[config.mk]
export PLATFORM = sky130hd
export DESIGN_NAME = intr_sequencer
export DESIGN_NICKNAME = d
export VERILOG_FILES = /design/src/rtl/intr_seq_pkg.sv /design/src/rtl/intr_src_bank.sv /design/src/rtl/intr_prio_enc.sv /design/src/rtl/intr_seq_fsm.sv /design/src/rtl/intr_sequencer.sv
export SDC_FILE = /design/constraint.sdc
export NUM_CORES = 1
export LEC_CHECK = 0
export BUFFER_PORTS_ARGS = -buffer_cell sky130_fd_sc_hd__buf_2
export CAP_MARGIN = 10
export CORE_MARGIN = 3
export CORE_UTILIZATION = 37
export CTS_BUF_LIST = sky130_fd_sc_hd__clkbuf_4
export CTS_CLUSTER_DIAMETER = 80
export DETAILED_ROUTE_END_ITERATION = 12
export HOLD_SLACK_MARGIN = 0.08
export MAX_ROUTING_LAYER = met4
export PLACE_DENSITY = 0.63
export SYNTH_ARGS = -nofsm -noshare
export SYNTH_HDL_FRONTEND = slang
export SYNTH_SLANG_ARGS = --single-unit
[constraint.sdc]
create_clock -name clk -period 6.6 [get_ports clk]
set_input_delay 0.99 -clock clk [delete_from_list [all_inputs] [get_ports clk]]
set_output_delay 0.99 -clock clk [all_outputs]
set_load 0.02 [all_outputs]
[src/rtl/intr_seq_pkg.sv]
package intr_seq_pkg;
    localparam int ADDR_W   = 16;
    localparam int BYTE_W   = 8;
    localparam int MASK_BIT = 3;
    localparam int N_STACK  = 5;
    localparam int N_QUEUE  = 3;

    typedef enum logic [2:0] {
        S_IDLE,
        S_PUSH,
        S_VECH,
        S_VECL,
        S_FILL,
        S_EDONE,
        S_POP,
        S_RDONE
    } seq_state_t;
endpackage

[src/rtl/intr_src_bank.sv]
module intr_src_bank #(
    parameter int NSRC = 4
) (
    input  logic            clk,
    input  logic            rst_n,
    input  logic [NSRC-1:0] evt,
    input  logic [NSRC-1:0] flag_clr,
    input  logic            en_we,
    input  logic [NSRC-1:0] en_wdata,
    output logic [NSRC-1:0] flags,
    output logic [NSRC-1:0] qual
);
    logic [NSRC-1:0] flag_q;
    logic [NSRC-1:0] en_q;

    always_ff @(posedge clk or negedge rst_n) begin
        if (!rst_n) begin
            flag_q <= '0;
            en_q   <= '0;
        end else begin
            flag_q <= (flag_q & ~flag_clr) | evt;
            if (en_we) begin
                en_q <= en_wdata;
            end
        end
    end

    assign flags = flag_q;
    assign qual  = flag_q & en_q;

    // an event is always captured
    p_flag_set_r2: assert property (@(posedge clk) disable iff (!rst_n)
        (evt != '0) |=> ((flags & $past(evt)) == $past(evt)));

    // a clear without a simultaneous event empties the flag
    p_flag_clr_r2: assert property (@(posedge clk) disable iff (!rst_n)
        ((flag_clr & ~evt) != '0) |=> ((flags & $past(flag_clr & ~evt)) == '0));
endmodule

[src/rtl/intr_prio_enc.sv]
module intr_prio_enc #(
    parameter int NSRC = 4,
    parameter int IW   = 2
) (
    input  logic [NSRC-1:0] req,
    output logic            valid,
    output logic [IW-1:0]   idx
);
    logic [NSRC:0]   seen;
    logic [NSRC-1:0] grant;

    assign seen[0] = 1'b0;

    for (genvar i = 0; i < NSRC; i++) begin : g_chain
        assign grant[i]  = req[i] & ~seen[i];
        assign seen[i+1] = seen[i] | req[i];
    end

    always_comb begin
        idx = '0;
        for (int i = 0; i < NSRC; i++) begin
            if (grant[i]) begin
                idx = idx | IW'(i);
            end
        end
    end

    assign valid = seen[NSRC];
endmodule

[src/rtl/intr_seq_fsm.sv]
module intr_seq_fsm
    import intr_seq_pkg::*;
#(
    parameter int                NSRC     = 4,
    parameter int                IW       = 2,
    parameter logic [ADDR_W-1:0] VEC_BASE = 16'hFFF8,
    parameter logic [ADDR_W-1:0] SWI_VEC  = 16'hFFFC
) (
    input  logic              clk,
    input  logic              rst_n,
    input  logic              insn_done,
    input  logic              swi_req,
    input  logic              rti_req,
    input  logic              mask_set,
    input  logic              mask_clr,
    input  logic              hw_valid,
    input  logic [IW-1:0]     hw_idx,
    input  logic [ADDR_W-1:0] cpu_pc,
    input  logic [BYTE_W-1:0] cpu_a,
    input  logic [BYTE_W-1:0] cpu_x,
    input  logic [BYTE_W-1:0] cpu_ccr,
    input  logic [ADDR_W-1:0] cpu_sp,
    output logic [ADDR_W-1:0] mem_addr,
    output logic              mem_wr,
    output logic [BYTE_W-1:0] mem_wdata,
    output logic              mem_rd,
    input  logic [BYTE_W-1:0] mem_rdata,
    output logic              q_valid,
    output logic [1:0]        q_idx,
    output logic [BYTE_W-1:0] q_byte,
    output logic              pc_load,
    output logic [ADDR_W-1:0] pc_out,
    output logic              regs_load,
    output logic [BYTE_W-1:0] a_out,
    output logic [BYTE_W-1:0] x_out,
    output logic [BYTE_W-1:0] ccr_out,
    output logic              sp_load,
    output logic [ADDR_W-1:0] sp_out,
    output logic              mask,
    output logic              busy
);
    localparam logic [2:0]        LAST_STK = 3'(N_STACK - 1);
    localparam logic [2:0]        LAST_Q   = 3'(N_QUEUE - 1);
    localparam logic [BYTE_W-1:0] MBIT     = BYTE_W'(1) << MASK_BIT;

    seq_state_t        state_q, state_d;
    logic [2:0]        cnt_q;
    logic [ADDR_W-1:0] sp_q, vaddr_q, vec_q, pc_l;
    logic [BYTE_W-1:0] a_l, x_l, ccr_l;
    logic              mask_q;
    logic              take_rti, take_swi, take_hw, take_any;

    always_comb begin
        take_rti = (state_q == S_IDLE) && insn_done && rti_req;
        take_swi = (state_q == S_IDLE) && insn_done && !rti_req && swi_req;
        take_hw  = (state_q == S_IDLE) && insn_done && !rti_req && !swi_req
                   && hw_valid && !mask_q;
        take_any = take_rti || take_swi || take_hw;
    end

    // next-state logic
    always_comb begin
        state_d = state_q;
        unique case (state_q)
            S_IDLE: begin
                if (take_rti) begin
                    state_d = S_POP;
                end else if (take_swi || take_hw) begin
                    state_d = S_PUSH;
                end
            end
            S_PUSH:  if (cnt_q == LAST_STK) state_d = S_VECH;
            S_VECH:  state_d = S_VECL;
            S_VECL:  state_d = S_FILL;
            S_FILL:  if (cnt_q == LAST_Q) state_d = S_EDONE;
            S_EDONE: state_d = S_IDLE;
            S_POP:   if (cnt_q == LAST_STK) state_d = S_RDONE;
            S_RDONE: state_d = S_IDLE;
            default: state_d = S_IDLE;
        endcase
    end

    // state register
    always_ff @(posedge clk or negedge rst_n) begin
        if (!rst_n) begin
            state_q <= S_IDLE;
            cnt_q   <= '0;
        end else begin
            state_q <= state_d;
            cnt_q   <= (state_d != state_q) ? 3'd0 : cnt_q + 3'd1;
        end
    end

    // datapath registers
    always_ff @(posedge clk or negedge rst_n) begin
        if (!rst_n) begin
            sp_q    <= '0;
            vaddr_q <= '0;
            vec_q   <= '0;
            pc_l    <= '0;
            a_l     <= '0;
            x_l     <= '0;
            ccr_l   <= '0;
            mask_q  <= 1'b1;
        end else begin
            unique case (state_q)
                S_IDLE: begin
                    if (take_any) begin
                        sp_q    <= cpu_sp;
                        pc_l    <= cpu_pc;
                        a_l     <= cpu_a;
                        x_l     <= cpu_x;
                        ccr_l   <= (cpu_ccr & ~MBIT) | (BYTE_W'(mask_q) << MASK_BIT);
                        vaddr_q <= take_swi ? SWI_VEC
                                            : VEC_BASE - (ADDR_W'(hw_idx) << 1);
                    end else if (mask_set) begin
                        mask_q <= 1'b1;
                    end else if (mask_clr) begin
                        mask_q <= 1'b0;
                    end
                end
                S_PUSH: begin
                    sp_q <= sp_q - 1'b1;
                    if (cnt_q == LAST_STK) begin
                        mask_q <= 1'b1;
                    end
                end
                S_VECH: vec_q[ADDR_W-1:BYTE_W] <= mem_rdata;
                S_VECL: vec_q[BYTE_W-1:0]      <= mem_rdata;
                S_POP: begin
                    sp_q <= sp_q + 1'b1;
                    unique case (cnt_q)
                        3'd0: begin
                            ccr_l  <= mem_rdata;
                            mask_q <= mem_rdata[MASK_BIT];
                        end
                        3'd1:    a_l <= mem_rdata;
                        3'd2:    x_l <= mem_rdata;
                        3'd3:    pc_l[ADDR_W-1:BYTE_W] <= mem_rdata;
                        default: pc_l[BYTE_W-1:0]      <= mem_rdata;
                    endcase
                end
                default: ;
            endcase
        end
    end

    // outputs
    always_comb begin
        mem_addr  = sp_q;
        mem_wr    = 1'b0;
        mem_wdata = '0;
        mem_rd    = 1'b0;
        q_valid   = 1'b0;
        q_idx     = cnt_q[1:0];
        q_byte    = '0;
        pc_load   = 1'b0;
        pc_out    = vec_q;
        regs_load = 1'b0;
        sp_load   = 1'b0;
        unique case (state_q)
            S_PUSH: begin
                mem_wr = 1'b1;
                unique case (cnt_q)
                    3'd0:    mem_wdata = pc_l[BYTE_W-1:0];
                    3'd1:    mem_wdata = pc_l[ADDR_W-1:BYTE_W];
                    3'd2:    mem_wdata = x_l;
                    3'd3:    mem_wdata = a_l;
                    default: mem_wdata = ccr_l;
                endcase
            end
            S_VECH: begin
                mem_rd   = 1'b1;
                mem_addr = vaddr_q;
            end
            S_VECL: begin
                mem_rd   = 1'b1;
                mem_addr = vaddr_q + 1'b1;
            end
            S_FILL: begin
                mem_rd   = 1'b1;
                mem_addr = vec_q + ADDR_W'(cnt_q);
                q_valid  = 1'b1;
                q_byte   = mem_rdata;
            end
            S_EDONE: begin
                pc_load = 1'b1;
                sp_load = 1'b1;
            end
            S_POP: begin
                mem_rd   = 1'b1;
                mem_addr = sp_q + 1'b1;
            end
            S_RDONE: begin
                regs_load = 1'b1;
                pc_load   = 1'b1;
                pc_out    = pc_l;
                sp_load   = 1'b1;
            end
            default: ;
        endcase
    end

    assign a_out   = a_l;
    assign x_out   = x_l;
    assign ccr_out = ccr_l;
    assign sp_out  = sp_q;
    assign mask    = mask_q;
    assign busy    = (state_q != S_IDLE);

    // the mask is already set when the vector is read
    p_mask_at_vector_r5: assert property (@(posedge clk) disable iff (!rst_n)
        (state_q == S_VECH) |-> mask_q);

    // a stacking sequence starts only at a boundary with a legal request
    p_entry_gate_r3: assert property (@(posedge clk) disable iff (!rst_n)
        (state_q == S_PUSH && $past(state_q) == S_IDLE)
            |-> ($past(insn_done) && ($past(swi_req) || !$past(mask_q))));

    // consecutive stack writes walk downward by one
    p_push_descend_r4: assert property (@(posedge clk) disable iff (!rst_n)
        (mem_wr && $past(mem_wr)) |-> (mem_addr == $past(mem_addr) - 1'b1));

    // consecutive pops walk upward by one
    p_pop_ascend_r9: assert property (@(posedge clk) disable iff (!rst_n)
        (state_q == S_POP && $past(state_q) == S_POP)
            |-> (mem_addr == $past(mem_addr) + 1'b1));
endmodule

[src/rtl/intr_sequencer.sv]
module intr_sequencer
    import intr_seq_pkg::*;
#(
    parameter int          NSRC     = 4,
    parameter logic [15:0] VEC_BASE = 16'hFFF8,
    parameter logic [15:0] SWI_VEC  = 16'hFFFC
) (
    input  logic            clk,
    input  logic            rst_n,
    input  logic [NSRC-1:0] evt,
    input  logic [NSRC-1:0] flag_clr,
    input  logic            en_we,
    input  logic [NSRC-1:0] en_wdata,
    output logic [NSRC-1:0] flags,
    input  logic            mask_set,
    input  logic            mask_clr,
    output logic            mask,
    input  logic            insn_done,
    input  logic            swi_req,
    input  logic            rti_req,
    input  logic [15:0]     cpu_pc,
    input  logic [7:0]      cpu_a,
    input  logic [7:0]      cpu_x,
    input  logic [7:0]      cpu_ccr,
    input  logic [15:0]     cpu_sp,
    output logic [15:0]     mem_addr,
    output logic            mem_wr,
    output logic [7:0]      mem_wdata,
    output logic            mem_rd,
    input  logic [7:0]      mem_rdata,
    output logic            q_valid,
    output logic [1:0]      q_idx,
    output logic [7:0]      q_byte,
    output logic            pc_load,
    output logic [15:0]     pc_out,
    output logic            regs_load,
    output logic [7:0]      a_out,
    output logic [7:0]      x_out,
    output logic [7:0]      ccr_out,
    output logic            sp_load,
    output logic [15:0]     sp_out,
    output logic            busy
);
    localparam int IW = (NSRC > 1) ? $clog2(NSRC) : 1;

    logic [NSRC-1:0] qual;
    logic            hw_valid;
    logic [IW-1:0]   hw_idx;

    intr_src_bank #(.NSRC(NSRC)) u_bank (
        .clk      (clk),
        .rst_n    (rst_n),
        .evt      (evt),
        .flag_clr (flag_clr),
        .en_we    (en_we),
        .en_wdata (en_wdata),
        .flags    (flags),
        .qual     (qual)
    );

    intr_prio_enc #(.NSRC(NSRC), .IW(IW)) u_prio (
        .req   (qual),
        .valid (hw_valid),
        .idx   (hw_idx)
    );

    intr_seq_fsm #(
        .NSRC     (NSRC),
        .IW       (IW),
        .VEC_BASE (VEC_BASE),
        .SWI_VEC  (SWI_VEC)
    ) u_fsm (
        .clk       (clk),
        .rst_n     (rst_n),
        .insn_done (insn_done),
        .swi_req   (swi_req),
        .rti_req   (rti_req),
        .mask_set  (mask_set),
        .mask_clr  (mask_clr),
        .hw_valid  (hw_valid),
        .hw_idx    (hw_idx),
        .cpu_pc    (cpu_pc),
        .cpu_a     (cpu_a),
        .cpu_x     (cpu_x),
        .cpu_ccr   (cpu_ccr),
        .cpu_sp    (cpu_sp),
        .mem_addr  (mem_addr),
        .mem_wr    (mem_wr),
        .mem_wdata (mem_wdata),
        .mem_rd    (mem_rd),
        .mem_rdata (mem_rdata),
        .q_valid   (q_valid),
        .q_idx     (q_idx),
        .q_byte    (q_byte),
        .pc_load   (pc_load),
        .pc_out    (pc_out),
        .regs_load (regs_load),
        .a_out     (a_out),
        .x_out     (x_out),
        .ccr_out   (ccr_out),
        .sp_load   (sp_load),
        .sp_out    (sp_out),
        .mask      (mask),
        .busy      (busy)
    );

    // the chosen source is qualified and no lower index is
    p_prio_lowest_r11: assert property (@(posedge clk) disable iff (!rst_n)
        hw_valid |-> (qual[hw_idx] &&
            ((qual & ((NSRC'(1) << hw_idx) - NSRC'(1))) == '0)));
endmodule

==> impl_metrics.tcl <==
set metrics [dict create \
    status "finished clean" \
    cts_hold_buf 0 \
    drive_above_1_share 0.2932 \
    area_growth_pct 18.22 \
    synth.avg_cell_area_um2 8.614 \
    ys_types 73 \
    end_kind "output pin" \
    r2r_cells 6 \
    grt_pass1_wl_um 32860 \
    avgViaCountPerCell 5.605 \
    slowest_stage "dfrtp_1" \
    cts_resized 0 \
    register_area_mm2 0.002278 \
    clkSlewWorstSetupHoldPaths_ns 0.14 \
    synth_area_mm2 0.006125 \
    path_max_fanout 21 \
    path_buf_inv 3 \
    drt-pass1-iter-count 6 \
    drc 0 \
    ys.flop_type "dfrtp_1" \
    ys_seq_elements 91 \
    grt_max_degree 66 \
    holdWs_ns 0.3962 \
    worstSetupPathType "reg2out" \
    syn-num-nets 807 \
    leakage_nw 3.381 \
    synth_top_cell_area_share 0.3677 \
    cts-root-buf "clkbuf_4" \
    cp.depth 6 \
    htreeDepth 3 \
    regToRegStartpoint "u_fsm.state_q[1]" \
    antenna_left 0 \
    post-synth-top-count-cell "dfrtp_1" \
    peakVddDrop_v 0.0001978 \
    worstSetupStartpointType "flop" \
    wirelength_um 21110 \
    final_area_mm2 0.007241 \
    clock_skew_ns 0.01776 \
    die_w_um 134.7 \
    cp-startpoint "u_fsm.state_q[1]" \
    max_freq_ghz 0.2383 \
    num_rows 46 \
    powerDensity_mw_per_mm2 547.2 \
    synth_edf_count 0 \
    slew_violations 0 \
    arrival_ns 3.21 \
    critical-path-top-delay-family "buffers and inverters" \
    clock_path_buffers 2 \
    hold_viol 0 \
    wl_per_cell_um 19.55 \
    track_usage 0.2380 \
    required_ns 5.61 \
    async_reset_ff_frac 1.000 \
    place.gp.congestion 0.8727 \
    clock_latency_ns 0.48 \
    max_slew.worst_pin.slew_ns 0.9690 \
    fin_nets 955 \
    yosysTopAreaCell "dfrtp_1" \
    ios 186 \
    num-fill-cells 1644 \
    die-area_mm2 0.01813 \
    yosysSeqAreaShare 0.3720 \
    chipHeight_um 134.7 \
    start_util 0.3814 \
    cp_cell_sequence "clkinv_1 > nand2b_1 > inv_1 > a2111oi_0 > nor3_1 > buf_2" \
    slew_headroom 0.3524 \
    multi_input_area_mm2 0.003468 \
    tritoncts "done" \
    synthCells 711 \
    endpoint "mem_addr[13]" \
    rrSetupSlack_ns 3.81 \
    antenna_found_initial 0 \
    dpl.hpwl_um 15370 \
    via_count 6053 \
    rsz0062_at_grt "false" \
    setup_viol 0 \
    tns_ns 0 \
    cap_violations 0 \
    cts_buffers 9 \
    grt_pass1_vias 5836 \
    drt_iter0_drc 572 \
    hp-class "in2async" \
    period_minus_slack_ns 4.197 \
    regToRegEndpoint "u_fsm.sp_out[9]" \
    ys_warn_count 0 \
    clock_sinks 91 \
    synth_area_leaders "dfrtp_1 37%, o21ai_0 5.7%, nand2_1 5.3%" \
    io_buffers 184 \
    period_share 0.6359 \
    dpl_cell_area_mm2 0.007079 \
    synthTopCellsByCount "90 x dfrtp_1, 87 x nand2_1, 70 x o21ai_0" \
    overflow 0 \
    cpPeakStageDelay_ns 0.79 \
    core_mm2 0.01606 \
    post_cts_buffers 0 \
]
-- worst reg2reg max path, stage by stage (launching register included) --
cell and delay, ns:
dfrtp_1 0.79, nor2_1 0.18, nand2_1 0.13, inv_1 0.29, nor2_2 0.68, nand2_2 0.34, o211a_1 0.31
-- per-stage QoR --
| stage | power (mW) | setup slack, ns | utilization | std cells |
|---|---|---|---|---|
| floorplan | 2.834 | 3.450 | - | 711 |
| global placement | 3.569 | 2.993 | 0.4409 | 1064 |
| detailed placement | 3.599 | 3.002 | 0.4409 | 1064 |
| CTS | 3.976 | 2.425 | 0.4508 | 1079 |
| global route | 4.263 | 2.112 | 0.4508 | 1079 |
| finish | 3.962 | 2.403 | 0.4509 | 1080 |
-- placed cells by master, fill, tap and decap left out, types with 13 or more instances in the layout --
cell and n:
nand2_1 87, dfrtp_1 90, o21ai_0 70, buf_2 183
o22ai_1 13, and2_1 20, inv_1 26, xor2_1 14
mux2_2 28, a21oi_1 61, nor2_1 48
-- state kept, by name (all words and copies together) (netlist names) --
register       count
u_fsm.vec_q       16
u_fsm.ccr_out      8
u_fsm.pc_l        16
u_fsm.sp_out      16
u_fsm.vaddr_q      4
u_fsm.a_out        8
u_fsm.x_out        8
u_bank.en_q        4
u_fsm.cnt_q        3
u_bank.flags       4
u_fsm.state_q      3
u_fsm.mask         1
-- routing by layer --
metal,vias up,wire length (um),track usage
met5,-,0,-
met2,231,9804,0.3624
met4,0,398,0.06561
met3,26,1199,0.02235
li1,2899,-,-
met1,2897,9710,0.3409
-- how the worst min path moves through the flow --
| stage | startpoint | endpoint | cells after the start |
|---|---|---|---|
| global route | rst_n | u_fsm.a_out[2] | 1 |
| finish | rst_n | u_fsm.a_out[2] | 1 |
| CTS | rst_n | u_fsm.a_out[2] | 1 |
| floorplan | u_fsm.vaddr_q[2] | u_fsm.vaddr_q[2] | 2 |
| global placement | u_fsm.vaddr_q[3] | u_fsm.vaddr_q[3] | 2 |
| detailed placement | u_fsm.vaddr_q[1] | u_fsm.vaddr_q[1] | 2 |
-- where the power goes --
group | total, mW | internal [mW] | switching [mW]
Sequential | 1.21 | 0.808 | 0.403
Combinational | 2.38 | 0.871 | 1.51
Clock | 0.368 | 0.161 | 0.207
-- cells by family (layout without fill, tap and decap cells) --
| group | count (synthesis) | in the layout | share of synthesized area |
|---|---|---|---|
| AOI/OAI and AO/OA | 253 | 253 | 0.2695 |
| other | 0 | 1 | 0 |
| adders and majority gates | 12 | 12 | 0.02574 |
| and+or+nand+nor | 223 | 223 | 0.1828 |
| DFF | 91 | 91 | 0.3720 |
| muxes | 33 | 33 | 0.05965 |
| xor gates and xnor gates | 20 | 20 | 0.02860 |
| buffers and inverters | 79 | 231 | 0.06169 |
-- layout make-up --
cell class / instances / area share
timing repair buffer: 189 / 0.1327
tap: 216 / 0.03733
clock buffer: 11 / 0.01140
inverter: 27 / 0.01400
clock inverter: 4 / 0.01054
multi-input combinational: 541 / 0.4790
sequential: 91 / 0.3147
antenna: 1 / 0.0003456
(Power assumes the default switching activity.)
